$ cat src/rtl/hba_irq_pkg.sv
package hba_irq_pkg;
  localparam int REG_W    = 32;
  localparam int QN       = 4;
  // word indices of the registers (byte offset / 4)
  localparam int WI_CFG   = 0;
  localparam int WI_ERR   = 1;
  localparam int WI_CMD   = 2;
  localparam int WI_MASK  = 3;
  localparam int NREGS    = 4;
  // command/status and mask bit positions
  localparam int RSP_LSB  = 16;
  localparam int REQ_LSB  = 8;
  localparam int BIT_ERR  = 7;
  localparam int BIT_PEND = 3;
  localparam int BIT_NQ   = 2;
  localparam int BIT_IDLE = 1;
  localparam int BIT_SRST = 0;
  // configuration fields
  localparam int CFG_W     = 6;
  localparam int CFG_ENH   = 3;
  localparam int CFG_PCHK  = 4;
  localparam int CFG_PTEST = 5;
  localparam logic [REG_W-1:0] MASK_WMASK = 32'h000F_0F84;

  typedef struct packed {
    logic misalign;
    logic unsupp;
    logic parity;
  } err_t;

  function automatic logic [6:0] burst_bytes(input logic [2:0] code);
    case (code)
      3'd4:    return 7'd16;
      3'd5:    return 7'd32;
      3'd6:    return 7'd64;
      default: return 7'd4;
    endcase
  endfunction
endpackage

$ cat src/rtl/hba_bus_decode.sv
module hba_bus_decode
  import hba_irq_pkg::*;
#(
  parameter int ADDR_W = 8
) (
  input  logic [ADDR_W-1:0] addr,
  input  logic              wr,
  input  logic              rd,
  output logic              acc,
  output logic              misalign,
  output logic              unmapped,
  output logic [NREGS-1:0]  sel
);
  localparam int WORD_W = ADDR_W - 2;

  logic [WORD_W-1:0] word;
  logic              mapped;

  assign acc      = wr | rd;
  assign word     = addr[ADDR_W-1:2];
  assign mapped   = (word < WORD_W'(NREGS));
  assign misalign = acc && (addr[1:0] != 2'b00);
  assign unmapped = acc && !misalign && !mapped;

  for (genvar k = 0; k < NREGS; k++) begin : g_sel
    assign sel[k] = acc && !misalign && (word == WORD_W'(k));
  end
endmodule

$ cat src/rtl/hba_err_log.sv
module hba_err_log
  import hba_irq_pkg::*;
(
  input  logic       clk,
  input  logic       rst_n,
  input  logic       srst,
  input  logic       misalign,
  input  logic       unmapped,
  input  logic       parity_in,
  input  logic       pchk_en,
  input  logic       clr_we,
  input  logic [2:0] clr_bits,
  output err_t       err_q,
  output logic       err_any
);
  err_t err_set;
  err_t err_clr;

  assign err_set = '{misalign: misalign, unsupp: unmapped, parity: parity_in & pchk_en};
  assign err_clr = clr_we ? err_t'(clr_bits) : err_t'(3'b000);

  always_ff @(posedge clk or negedge rst_n) begin
    if (!rst_n)    err_q <= '0;
    else if (srst) err_q <= '0;
    else           err_q <= (err_q & ~err_clr) | err_set;
  end

  assign err_any = |err_q;

  AST_ERR_SET_WINS: assert property (@(posedge clk) disable iff (!rst_n)
    (!srst && (err_set != 3'b000)) |=> ((err_q & $past(err_set)) == $past(err_set)));
  AST_ERR_HOLD: assert property (@(posedge clk) disable iff (!rst_n)
    (!srst && (err_clr == 3'b000)) |=> ((err_q & $past(err_q)) == $past(err_q)));
  AST_PAR_GATED: assert property (@(posedge clk) disable iff (!rst_n)
    (!srst && !pchk_en && err_clr.parity) |=> !err_q.parity);
endmodule

$ cat src/rtl/hba_queue_status.sv
module hba_queue_status
  import hba_irq_pkg::*;
#(
  parameter int NQ = QN
) (
  input  logic          clk,
  input  logic          rst_n,
  input  logic          cmd_we,
  input  logic [NQ-1:0] wr_rsp_bits,
  input  logic [NQ-1:0] wr_req_bits,
  input  logic          wr_nq_bit,
  input  logic          wr_srst_bit,
  input  logic [NQ-1:0] rsp_post,
  input  logic [NQ-1:0] req_done,
  input  logic          nq_evt,
  output logic [NQ-1:0] rsp_q,
  output logic [NQ-1:0] req_q,
  output logic          nq_q,
  output logic          srst_q
);
  logic [NQ-1:0] rsp_ack;
  logic [NQ-1:0] req_set;
  logic          nq_ack;
  logic          srst_req;

  assign rsp_ack  = cmd_we ? wr_rsp_bits : '0;
  assign req_set  = cmd_we ? wr_req_bits : '0;
  assign nq_ack   = cmd_we & wr_nq_bit;
  assign srst_req = cmd_we & wr_srst_bit;

  always_ff @(posedge clk or negedge rst_n) begin
    if (!rst_n) begin
      rsp_q  <= '0;
      req_q  <= '0;
      nq_q   <= 1'b0;
      srst_q <= 1'b0;
    end else begin
      srst_q <= srst_req;
      if (srst_q) begin
        rsp_q <= '0;
        req_q <= '0;
        nq_q  <= 1'b0;
      end else begin
        rsp_q <= (rsp_q & ~rsp_ack) | rsp_post;
        req_q <= (req_q & ~req_done) | req_set;
        nq_q  <= (nq_q & ~nq_ack) | nq_evt;
      end
    end
  end

  AST_RSP_POST_WINS: assert property (@(posedge clk) disable iff (!rst_n)
    (!srst_q && (rsp_post != '0)) |=> ((rsp_q & $past(rsp_post)) == $past(rsp_post)));
  AST_REQ_SET_WINS: assert property (@(posedge clk) disable iff (!rst_n)
    (!srst_q && (req_set != '0)) |=> ((req_q & $past(req_set)) == $past(req_set)));
  AST_NQ_EVT_WINS: assert property (@(posedge clk) disable iff (!rst_n)
    (!srst_q && nq_evt) |=> nq_q);
  AST_SRST_CLEARS: assert property (@(posedge clk) disable iff (!rst_n)
    srst_q |=> (rsp_q == '0 && req_q == '0 && !nq_q));
  AST_SRST_ONE_CYCLE: assert property (@(posedge clk) disable iff (!rst_n)
    (srst_q && !srst_req) |=> !srst_q);
endmodule

$ cat src/rtl/hba_irq_gen.sv
module hba_irq_gen
  import hba_irq_pkg::*;
#(
  parameter int NQ = QN
) (
  input  logic             clk,
  input  logic             rst_n,
  input  logic [NQ-1:0]    rsp_q,
  input  logic [NQ-1:0]    req_q,
  input  logic             err_any,
  input  logic             nq_q,
  input  logic [REG_W-1:0] mask_q,
  output logic [REG_W-1:0] cond,
  output logic             irq
);
  logic [REG_W-1:0] pend_vec;

  for (genvar b = 0; b < REG_W; b++) begin : g_cond
    if (b >= RSP_LSB && b < RSP_LSB + NQ) begin : g_rsp
      assign cond[b] = rsp_q[b-RSP_LSB];
    end else if (b >= REQ_LSB && b < REQ_LSB + NQ) begin : g_req
      assign cond[b] = ~req_q[b-REQ_LSB];
    end else if (b == BIT_ERR) begin : g_err
      assign cond[b] = err_any;
    end else if (b == BIT_NQ) begin : g_nq
      assign cond[b] = nq_q;
    end else begin : g_zero
      assign cond[b] = 1'b0;
    end
  end

  assign pend_vec = cond & mask_q;
  assign irq      = |pend_vec;

  AST_IRQ_MASKED_OFF: assert property (@(posedge clk) disable iff (!rst_n)
    (mask_q == '0) |-> !irq);
  AST_IRQ_REQ_EMPTY: assert property (@(posedge clk) disable iff (!rst_n)
    ((mask_q[REQ_LSB +: NQ] & ~req_q) != '0) |-> irq);
  AST_IRQ_RSP_READY: assert property (@(posedge clk) disable iff (!rst_n)
    ((mask_q[RSP_LSB +: NQ] & rsp_q) != '0) |-> irq);
endmodule

$ cat src/rtl/hba_irq_regfile.sv
module hba_irq_regfile
  import hba_irq_pkg::*;
#(
  parameter int ADDR_W = 8,
  parameter int NQ     = QN
) (
  input  logic              clk,
  input  logic              rst_n,
  input  logic [ADDR_W-1:0] reg_addr,
  input  logic              reg_wr,
  input  logic              reg_rd,
  input  logic [REG_W-1:0]  reg_wdata,
  output logic [REG_W-1:0]  reg_rdata,
  input  logic [NQ-1:0]     rsp_post,
  input  logic [NQ-1:0]     req_done,
  input  logic              nq_event,
  input  logic              engine_idle,
  input  logic              parity_err,
  output logic              irq,
  output logic              soft_reset,
  output logic [6:0]        cfg_burst_bytes,
  output logic              cfg_enhanced,
  output logic              cfg_parity_check,
  output logic              cfg_parity_test
);
  logic             acc;
  logic             misalign;
  logic             unmapped;
  logic [NREGS-1:0] sel;
  logic [NREGS-1:0] we;
  logic [CFG_W-1:0] cfg_q;
  logic [REG_W-1:0] mask_q;
  logic [NQ-1:0]    rsp_q;
  logic [NQ-1:0]    req_q;
  logic             nq_q;
  logic             srst_q;
  err_t             err_q;
  logic             err_any;
  logic [REG_W-1:0] cond;
  logic [REG_W-1:0] cmd_view;

  hba_bus_decode #(.ADDR_W(ADDR_W)) u_dec (
    .addr     (reg_addr),
    .wr       (reg_wr),
    .rd       (reg_rd),
    .acc      (acc),
    .misalign (misalign),
    .unmapped (unmapped),
    .sel      (sel)
  );

  assign we = sel & {NREGS{reg_wr}};

  hba_queue_status #(.NQ(NQ)) u_q (
    .clk         (clk),
    .rst_n       (rst_n),
    .cmd_we      (we[WI_CMD]),
    .wr_rsp_bits (reg_wdata[RSP_LSB +: NQ]),
    .wr_req_bits (reg_wdata[REQ_LSB +: NQ]),
    .wr_nq_bit   (reg_wdata[BIT_NQ]),
    .wr_srst_bit (reg_wdata[BIT_SRST]),
    .rsp_post    (rsp_post),
    .req_done    (req_done),
    .nq_evt      (nq_event),
    .rsp_q       (rsp_q),
    .req_q       (req_q),
    .nq_q        (nq_q),
    .srst_q      (srst_q)
  );

  hba_err_log u_err (
    .clk       (clk),
    .rst_n     (rst_n),
    .srst      (srst_q),
    .misalign  (misalign),
    .unmapped  (unmapped),
    .parity_in (parity_err),
    .pchk_en   (cfg_q[CFG_PCHK]),
    .clr_we    (we[WI_ERR]),
    .clr_bits  (reg_wdata[2:0]),
    .err_q     (err_q),
    .err_any   (err_any)
  );

  hba_irq_gen #(.NQ(NQ)) u_irq (
    .clk     (clk),
    .rst_n   (rst_n),
    .rsp_q   (rsp_q),
    .req_q   (req_q),
    .err_any (err_any),
    .nq_q    (nq_q),
    .mask_q  (mask_q),
    .cond    (cond),
    .irq     (irq)
  );

  always_ff @(posedge clk or negedge rst_n) begin
    if (!rst_n) begin
      cfg_q  <= '0;
      mask_q <= '0;
    end else begin
      if (we[WI_CFG])  cfg_q  <= reg_wdata[CFG_W-1:0];
      if (we[WI_MASK]) mask_q <= reg_wdata & MASK_WMASK;
    end
  end

  always_comb begin
    cmd_view                   = '0;
    cmd_view[RSP_LSB +: NQ]    = rsp_q;
    cmd_view[REQ_LSB +: NQ]    = req_q;
    cmd_view[BIT_ERR]          = err_any;
    cmd_view[BIT_PEND]         = irq;
    cmd_view[BIT_NQ]           = nq_q;
    cmd_view[BIT_IDLE]         = engine_idle;
    cmd_view[BIT_SRST]         = srst_q;
  end

  always_comb begin
    reg_rdata = '0;
    if (reg_rd) begin
      if (sel[WI_CFG])  reg_rdata = REG_W'(cfg_q);
      if (sel[WI_ERR])  reg_rdata = REG_W'(err_q);
      if (sel[WI_CMD])  reg_rdata = cmd_view;
      if (sel[WI_MASK]) reg_rdata = mask_q;
    end
  end

  assign soft_reset       = srst_q;
  assign cfg_burst_bytes  = burst_bytes(cfg_q[2:0]);
  assign cfg_enhanced     = cfg_q[CFG_ENH];
  assign cfg_parity_check = cfg_q[CFG_PCHK];
  assign cfg_parity_test  = cfg_q[CFG_PTEST];

  AST_BURST_LEGAL: assert property (@(posedge clk) disable iff (!rst_n)
    ($onehot(cfg_burst_bytes) && cfg_burst_bytes >= 7'd4));
  AST_MISALIGN_NO_WRITE: assert property (@(posedge clk) disable iff (!rst_n)
    (reg_wr && misalign) |=> ($stable(cfg_q) && $stable(mask_q)));
  AST_MISALIGN_LOGGED: assert property (@(posedge clk) disable iff (!rst_n)
    (acc && misalign && !srst_q) |=> err_q.misalign);
  AST_PEND_MATCHES_IRQ: assert property (@(posedge clk) disable iff (!rst_n)
    (reg_rd && sel[WI_CMD]) |-> (reg_rdata[BIT_PEND] == irq));
endmodule

$ cat config.mk
export PLATFORM = sky130hd
export DESIGN_NAME = hba_irq_regfile
export DESIGN_NICKNAME = d
export VERILOG_FILES = /design/src/rtl/hba_irq_pkg.sv /design/src/rtl/hba_bus_decode.sv /design/src/rtl/hba_err_log.sv /design/src/rtl/hba_queue_status.sv /design/src/rtl/hba_irq_gen.sv /design/src/rtl/hba_irq_regfile.sv
export SDC_FILE = /design/constraint.sdc
export NUM_CORES = 1
export LEC_CHECK = 0
export BUFFER_PORTS_ARGS = -buffer_cell sky130_fd_sc_hd__clkbuf_2
export CAP_MARGIN = 20
export CORE_UTILIZATION = 44
export CTS_BUF_LIST = sky130_fd_sc_hd__clkbuf_16
export CTS_CLUSTER_DIAMETER = 30
export DETAILED_ROUTE_END_ITERATION = 8
export PLACE_DENSITY = 0.8
export REMOVE_ABC_BUFFERS = 1
export SYNTH_ARGS = -nofsm -noshare
export SYNTH_HDL_FRONTEND = slang
export SYNTH_SLANG_ARGS = --single-unit
$ cat constraint.sdc
create_clock -name clk -period 1.58 [get_ports clk]
set_input_delay 0.316 -clock clk [delete_from_list [all_inputs] [get_ports clk]]
set_output_delay 0.316 -clock clk [all_outputs]
set_load 0.02 [all_outputs]
-- Word-level counts from Yosys, hierarchy flattened
Index checks and enable logic that the tools add are counted.
- flip-flop bits (word level): 29
- latch bits: 0
- memory bits (writable): 0
- memory bits (read-only): 0
- output and inout port bits: 44
- word-level logic and storage cells: 64
- memories kept: 0
- add/sub/neg operators: 0
- multipliers: 0
- div/mod/pow operators: 0
- $lt $le $gt $ge: 1
- equal/unequal tests: 6
- shifts and indexed selects: 0
- multiplexer cells: 13
- bitwise logic cells: 22
- reduce and logical (&&, ||, !) cells: 13
- operators by type and width (operator ; count):
    32-bit two-way mux ; 4
    32-bit OR reduction ; 1
    7-bit one-hot mux with 3 select lines ; 1
    20-bit bitwise AND ; 1
    4-bit two-way mux ; 4
    4-bit bitwise AND ; 3
    6-bit by 2-bit == test with 1-bit output, second input constant ; 2
    3-bit == test, second input constant ; 3
    4-bit NOT ; 2
    4-bit bitwise OR ; 2
    1-bit logical AND ; 7
    6-bit by 1-bit == test with 1-bit output, second input constant ; 1
    6-bit logical NOT ; 1
    6-bit by 3-bit < comparator with 1-bit output, second input constant ; 1
    3-bit two-way mux ; 2
    6-bit two-way mux ; 1
    1-bit NOT ; 5
    1-bit bitwise AND ; 4
    3-bit bitwise AND ; 1
    3-bit NOT ; 1
    3-bit bitwise OR ; 1
    3-bit OR reduction ; 1
    1-bit logical NOT ; 2
    1-bit bitwise OR ; 2
    2 further kinds ; 2

-- Longest topological paths before layout
- word-level depth: 11
- gate-level depth with buffers: 6
- gate-level depth less buffers: 4

-- Cells and area by module
Synthesis repeated with hierarchy kept, for this count alone.
- cells, all modules: 214
- area, all modules: 2049.5 um^2
- by module, submodules not included (module ; instances ; cells an instance ; area an instance (um^2)):
    hba_irq_regfile ; 1 ; 107 ; 1086.0
    hba_queue_status ; 1 ; 40 ; 452.9
    hba_irq_gen ; 1 ; 39 ; 281.5
    hba_err_log ; 1 ; 13 ; 132.6
    hba_bus_decode ; 1 ; 15 ; 96.3

-- Least setup slack after synthesis
OpenSTA, ideal clock, no wires.
- path kind: in2out
- from: input reg_addr[5]
- to: output reg_rdata[3]
- arrival: 1.825 ns
- setup slack: -0.561 ns
- stages on the path: 3
- path through: nor4_4 nand3_1 a2111oi_0
- cells in the longest elaborated chain, start to end: 7
- elaborated cells on any way between the ends: 13
- classes of those cells: 3 x eq/ne; 5 x mux; 5 x reduce/logical
- RTL lines (what ; line ; source):
    from (decl) ; hba_irq_regfile.sv:9 ; input logic [ADDR_W-1:0] reg_addr,
    6-bit logical NOT ; hba_bus_decode.sv:26 ; assign sel[k] = acc && !misalign && (word == WORD_W'(k));
    1-bit logical AND ; hba_bus_decode.sv:26 ;
    6-bit two-way mux ; hba_irq_regfile.sv:121 ; if (sel[WI_CFG]) reg_rdata = REG_W'(cfg_q);
    32-bit two-way mux ; hba_irq_regfile.sv:122 ; if (sel[WI_ERR]) reg_rdata = REG_W'(err_q);
    32-bit two-way mux ; hba_irq_regfile.sv:123 ; if (sel[WI_CMD]) reg_rdata = cmd_view;
    32-bit two-way mux (*) ; hba_irq_regfile.sv:124 ; if (sel[WI_MASK]) reg_rdata = mask_q;
    32-bit two-way mux (*) ; hba_irq_regfile.sv:120 ; if (reg_rd) begin
    to (decl) ; hba_irq_regfile.sv:13 ; output logic [REG_W-1:0] reg_rdata,
Mark *: on every way between the ends. The rest lies on a longest branch, timed or not.

-- Worst setup path after layout
- from: register, netlist name u_err.err_q[1]
- to: output reg_rdata[3]
- cells in the longest elaborated chain, start to end: 6
- RTL lines (what ; line ; source):
    3-bit OR reduction ; hba_err_log.sv:28 ; assign err_any = |err_q;
    20-bit bitwise AND ; hba_irq_gen.sv:32 ; assign pend_vec = cond & mask_q;
    32-bit OR reduction ; hba_irq_gen.sv:33 ; assign irq = |pend_vec;
    32-bit two-way mux ; hba_irq_regfile.sv:123 ;
    32-bit two-way mux ; hba_irq_regfile.sv:124 ;
    32-bit two-way mux ; hba_irq_regfile.sv:120 ;
Every way passes these cells.

==> summary.json <==
{
  "route.antenna.remaining_nets": {"value": 0},
  "critical_path_arrival": {"value": 1.75, "unit": "ns"},
  "cell_internal_pwr": {"value": 1.73, "unit": "mW"},
  "route.met2.wl": {"value": 3030, "unit": "µm"},
  "globalplace.congestion": {"value": 0.846},
  "route.vias.total": {"value": 1733},
  "vias_per_cell": {"value": 5.24},
  "highest_signal_layer": {"value": "met4"},
  "cts_tree": {"value": "built"},
  "worst_ir_drop_vdd": {"value": 823, "unit": "µV"},
  "setup.worst_path.start_class": {"value": "register"},
  "cts-buffers-inserted": {"value": 5},
  "mostFrequentLayoutCells": {"value": "43 x sky130_fd_sc_hd__clkbuf_2, 37 x sky130_fd_sc_hd__buf_4, 29 x sky130_fd_sc_hd__dfrtp_1, 23 x sky130_fd_sc_hd__nor2_1, 20 x sky130_fd_sc_hd__conb_1"},
  "design.portCount": {"value": 99},
  "outcome": {"value": "finished, violations left"},
  "failed_checks": {"value": "negative setup slack"},
  "static-leakage-power": {"value": 1.43, "unit": "nW"},
  "final_nets": {"value": 337},
  "switchingPower": {"value": 0.613, "unit": "mW"},
  "drive_gt1_frac": {"value": 0.544},
  "detail_route.wl_per_cell": {"value": 17.9, "unit": "µm"},
  "seq_power_share": {"value": 0.344},
  "net_sw_frac": {"value": 0.262},
  "portion_of_the_post_synthesis_area_used_by_sequential_elements": {"value": 0.412},
  "worst_setup_hold_path_clk_slew": {"value": 0.05, "unit": "ns"},
  "largest_family_of_logic_cells_by_synthesized_area": {"value": "multiplexers"},
  "ctsHtreeMaxLevel": {"value": 2},
  "most_frequent_standard_cell_in_the_layout_excluding_fill_and_tap_cells": {"value": "sky130_fd_sc_hd__clkbuf_2"},
  "via_count_of_the_first_global_routing_pass": {"value": 1750},
  "combinationalPowerShare": {"value": 0.205},
  "final-max-slew-violation-count": {"value": 0},
  "final.min_clock_period": {"value": 2.06, "unit": "ns"},
  "grt_antenna_before_repair": {"value": 0},
  "dieWidth": {"value": 65.3, "unit": "µm"},
  "wire_length_of_the_first_global_routing_pass": {"value": 8300, "unit": "µm"},
  "synth-adder-area-share": {"value": 0},
  "number_of_instances_on_the_worst_hold_path": {"value": 2},
  "first_iter_violations": {"value": 124},
  "drt-pass1-iter-count": {"value": 4},
  "leading_post_synthesis_cells_by_cell_area": {"value": "sky130_fd_sc_hd__dfrtp_1 41%, sky130_fd_sc_hd__buf_4 8.5%, sky130_fd_sc_hd__mux2_4 8.5%"},
  "async_flop_share": {"value": 1.00},
  "clk_root_buffer_cell": {"value": "sky130_fd_sc_hd__clkbuf_16"},
  "timing_hold_violations_final": {"value": 0},
  "synthDominantCellAreaShare": {"value": 0.412},
  "synth_top_flop_cell": {"value": "sky130_fd_sc_hd__dfrtp_1"},
  "power.density": {"value": 818, "unit": "mW/mm²"},
  "period_share": {"value": 1.31},
  "fin_cells": {"value": 331},
  "grt_overflow": {"value": 0},
  "place_hpwl": {"value": 3390, "unit": "µm"},
  "yosys_warnings": {"value": 0},
  "met1Wirelength": {"value": 2220, "unit": "µm"},
  "rsz_0062_raised_after_global_routing": {"value": "yes"},
  "synth_compound_area_frac": {"value": 0.0788},
  "fin_worst_skew": {"value": 0.00483, "unit": "ns"},
  "synth.cell_area": {"value": 0.00176, "unit": "mm²"},
  "criticalPathCategory": {"value": "register to output port"},
  "die-area": {"value": 0.00426, "unit": "mm²"},
  "drt_wl_total": {"value": 5930, "unit": "µm"},
  "synth.distinct_cells": {"value": 32},
  "drc": {"value": 0},
  "area_overhead_vs_synth": {"value": 62.6, "unit": "%"},
  "share_clk_of_total_power": {"value": 0.451},
  "syn-instance-count": {"value": 177},
  "insertedDiodeCount": {"value": 0},
  "clock_path_buffers": {"value": 2},
  "insertion_delay": {"value": 0.28, "unit": "ns"},
  "met3_length": {"value": 400, "unit": "µm"},
  "worst-path-max-fanout": {"value": 2},
  "fmax": {"value": 485, "unit": "MHz"},
  "hp-class": {"value": "input pin to register"},
  "worst_r2r_path_depth": {"value": 2},
  "worst_setup_path_end_kind": {"value": "output port"},
  "numClockSinks": {"value": 29},
  "port-buffer-count": {"value": 61},
  "setup_viol": {"value": 16},
  "dpl_worst_slack": {"value": -0.341, "unit": "ns"},
  "syn-mean-instance-area": {"value": 9.95, "unit": "µm²"},
  "synthSimpleGateAreaFrac": {"value": 0.185},
  "maximum_number_of_pins_on_one_net_before_global_route_repair": {"value": 30},
  "dpl.cell_count": {"value": 319},
  "number_of_enable_type_register_cells_in_the_synthesized_netlist": {"value": 0},
  "synth-seq-cells": {"value": 29},
  "fp-row-count": {"value": 22},
  "worst-endpoint-required": {"value": 1.26, "unit": "ns"},
  "synthXorXnorAreaFrac": {"value": 0},
  "gr-usage-all-layers": {"value": 0.270},
  "dieHeight": {"value": 65.3, "unit": "µm"},
  "placeableCoreArea": {"value": 0.00374, "unit": "mm²"},
  "yosysTopAreaCell": {"value": "sky130_fd_sc_hd__dfrtp_1"},
  "final.setup.worst_slack": {"value": -0.483, "unit": "ns"},
  "initial_utilization": {"value": 0.471},
  "drv_cap": {"value": 0},
  "muxShareOfSynthArea": {"value": 0.193}
}
## per-layer routing
metal  up-vias  GRT usage
met4         0      0.155
met1       818      0.286
met2       108      0.463
met3        24     0.0920
li1        783          -
met5         -          0
## sequential cells by signal, indices dropped and copies added (netlist names)
register,count
cfg_q,6
mask_q,10
u_err.err_q,3
u_q.nq_q,1
u_q.req_q,4
u_q.rsp_q,4
u_q.srst_q,1
## final timing paths
| path | from | endpoint | slack (ns) |
|---|---|---|---|
| setup / recovery | u_err.err_q[1] | reg_rdata[3] | -0.48 |
| min in group asynchronous | rst_n | u_err.err_q[0] | 0.54 |
| hold reg to reg | cfg_q[5] | cfg_q[5] | 0.55 |
| max in group asynchronous | rst_n | u_q.rsp_q[1] | 0.88 |
| hold / removal | reg_wdata[19] | u_q.rsp_q[3] | 0.25 |
| setup reg to reg | u_q.srst_q | u_q.rsp_q[1] | 0.52 |
## critical path, stage by stage, from the launching register on
cell                        delay, ns
sky130_fd_sc_hd__dfrtp_1         0.43
sky130_fd_sc_hd__nor3_4          0.07
sky130_fd_sc_hd__o2111ai_4       0.21
sky130_fd_sc_hd__nor3_4          0.09
sky130_fd_sc_hd__a2111oi_4       0.43
sky130_fd_sc_hd__clkbuf_8        0.23
## power by group through the flow
stage          combinational (mW)  clock, mW  sequential (mW)
6_report                    0.480       1.06            0.807
5_1_grt                     0.506       1.10            0.808
4_1_cts                     0.400       1.06            0.802
3_5_place_dp                0.341          0            0.807
3_3_place_gp                0.335          0            0.805
2_1_floorplan               0.152          0            0.811
## repair_timing
action	CTS	global route
buffers inserted	3	5
pin swaps	20	13
gates cloned	1	0
setup endpoints to repair	22	32
gates resized for setup	51	43
hold buffers	1	0
endpoints found under the hold margin	29	0
## cell usage after synthesis (2+ instances only)
cell type and count:
sky130_fd_sc_hd__mux2i_1 10, sky130_fd_sc_hd__nor3_1 2, sky130_fd_sc_hd__buf_4 20, sky130_fd_sc_hd__dfrtp_1 29, sky130_fd_sc_hd__inv_1 9, sky130_fd_sc_hd__o2111ai_1 2
sky130_fd_sc_hd__nand2_1 11, sky130_fd_sc_hd__nor2b_1 5, sky130_fd_sc_hd__and2_1 2, sky130_fd_sc_hd__and3b_1 2, sky130_fd_sc_hd__and3_1 4, sky130_fd_sc_hd__a21oi_1 8
sky130_fd_sc_hd__nand2b_1 2, sky130_fd_sc_hd__a211oi_1 2, sky130_fd_sc_hd__mux2_4 10, sky130_fd_sc_hd__a311oi_1 6, sky130_fd_sc_hd__mux2_2 6, sky130_fd_sc_hd__buf_2 3
sky130_fd_sc_hd__nor2_1 31
## cells by family (layout without fill, tap and decap cells)
group,Yosys count,count (layout)
flops,29,29
compound gates,20,20
mux,27,27
simple gates,65,66
other cells,1,20
buf+inv,35,121
## stage by stage
stage	total power [mW]	area (µm²)	setup TNS, ns	hold slack, ns	utilization
6_report	2.34	2870	-4.11	0.250	0.765
3_5_place_dp	1.15	2320	-7.04	0.280	0.619
3_3_place_gp	1.14	2320	-6.79	0.279	0.619
5_1_grt	2.42	2870	-5.15	0.255	0.765
2_1_floorplan	0.963	1640	-1.24	0.0204	-
4_1_cts	2.26	2720	-3.47	0.234	0.727
## cell type report
class	instances	area, µm²
inverters	9	33.8
well taps	48	60.1
multi-input cells	133	1070
clock buffers	5	125
clock inverters	3	37.5
flip-flops and latches	29	726
repair buffers	104	810
fillers	250	878
(Power assumes the default switching activity.)
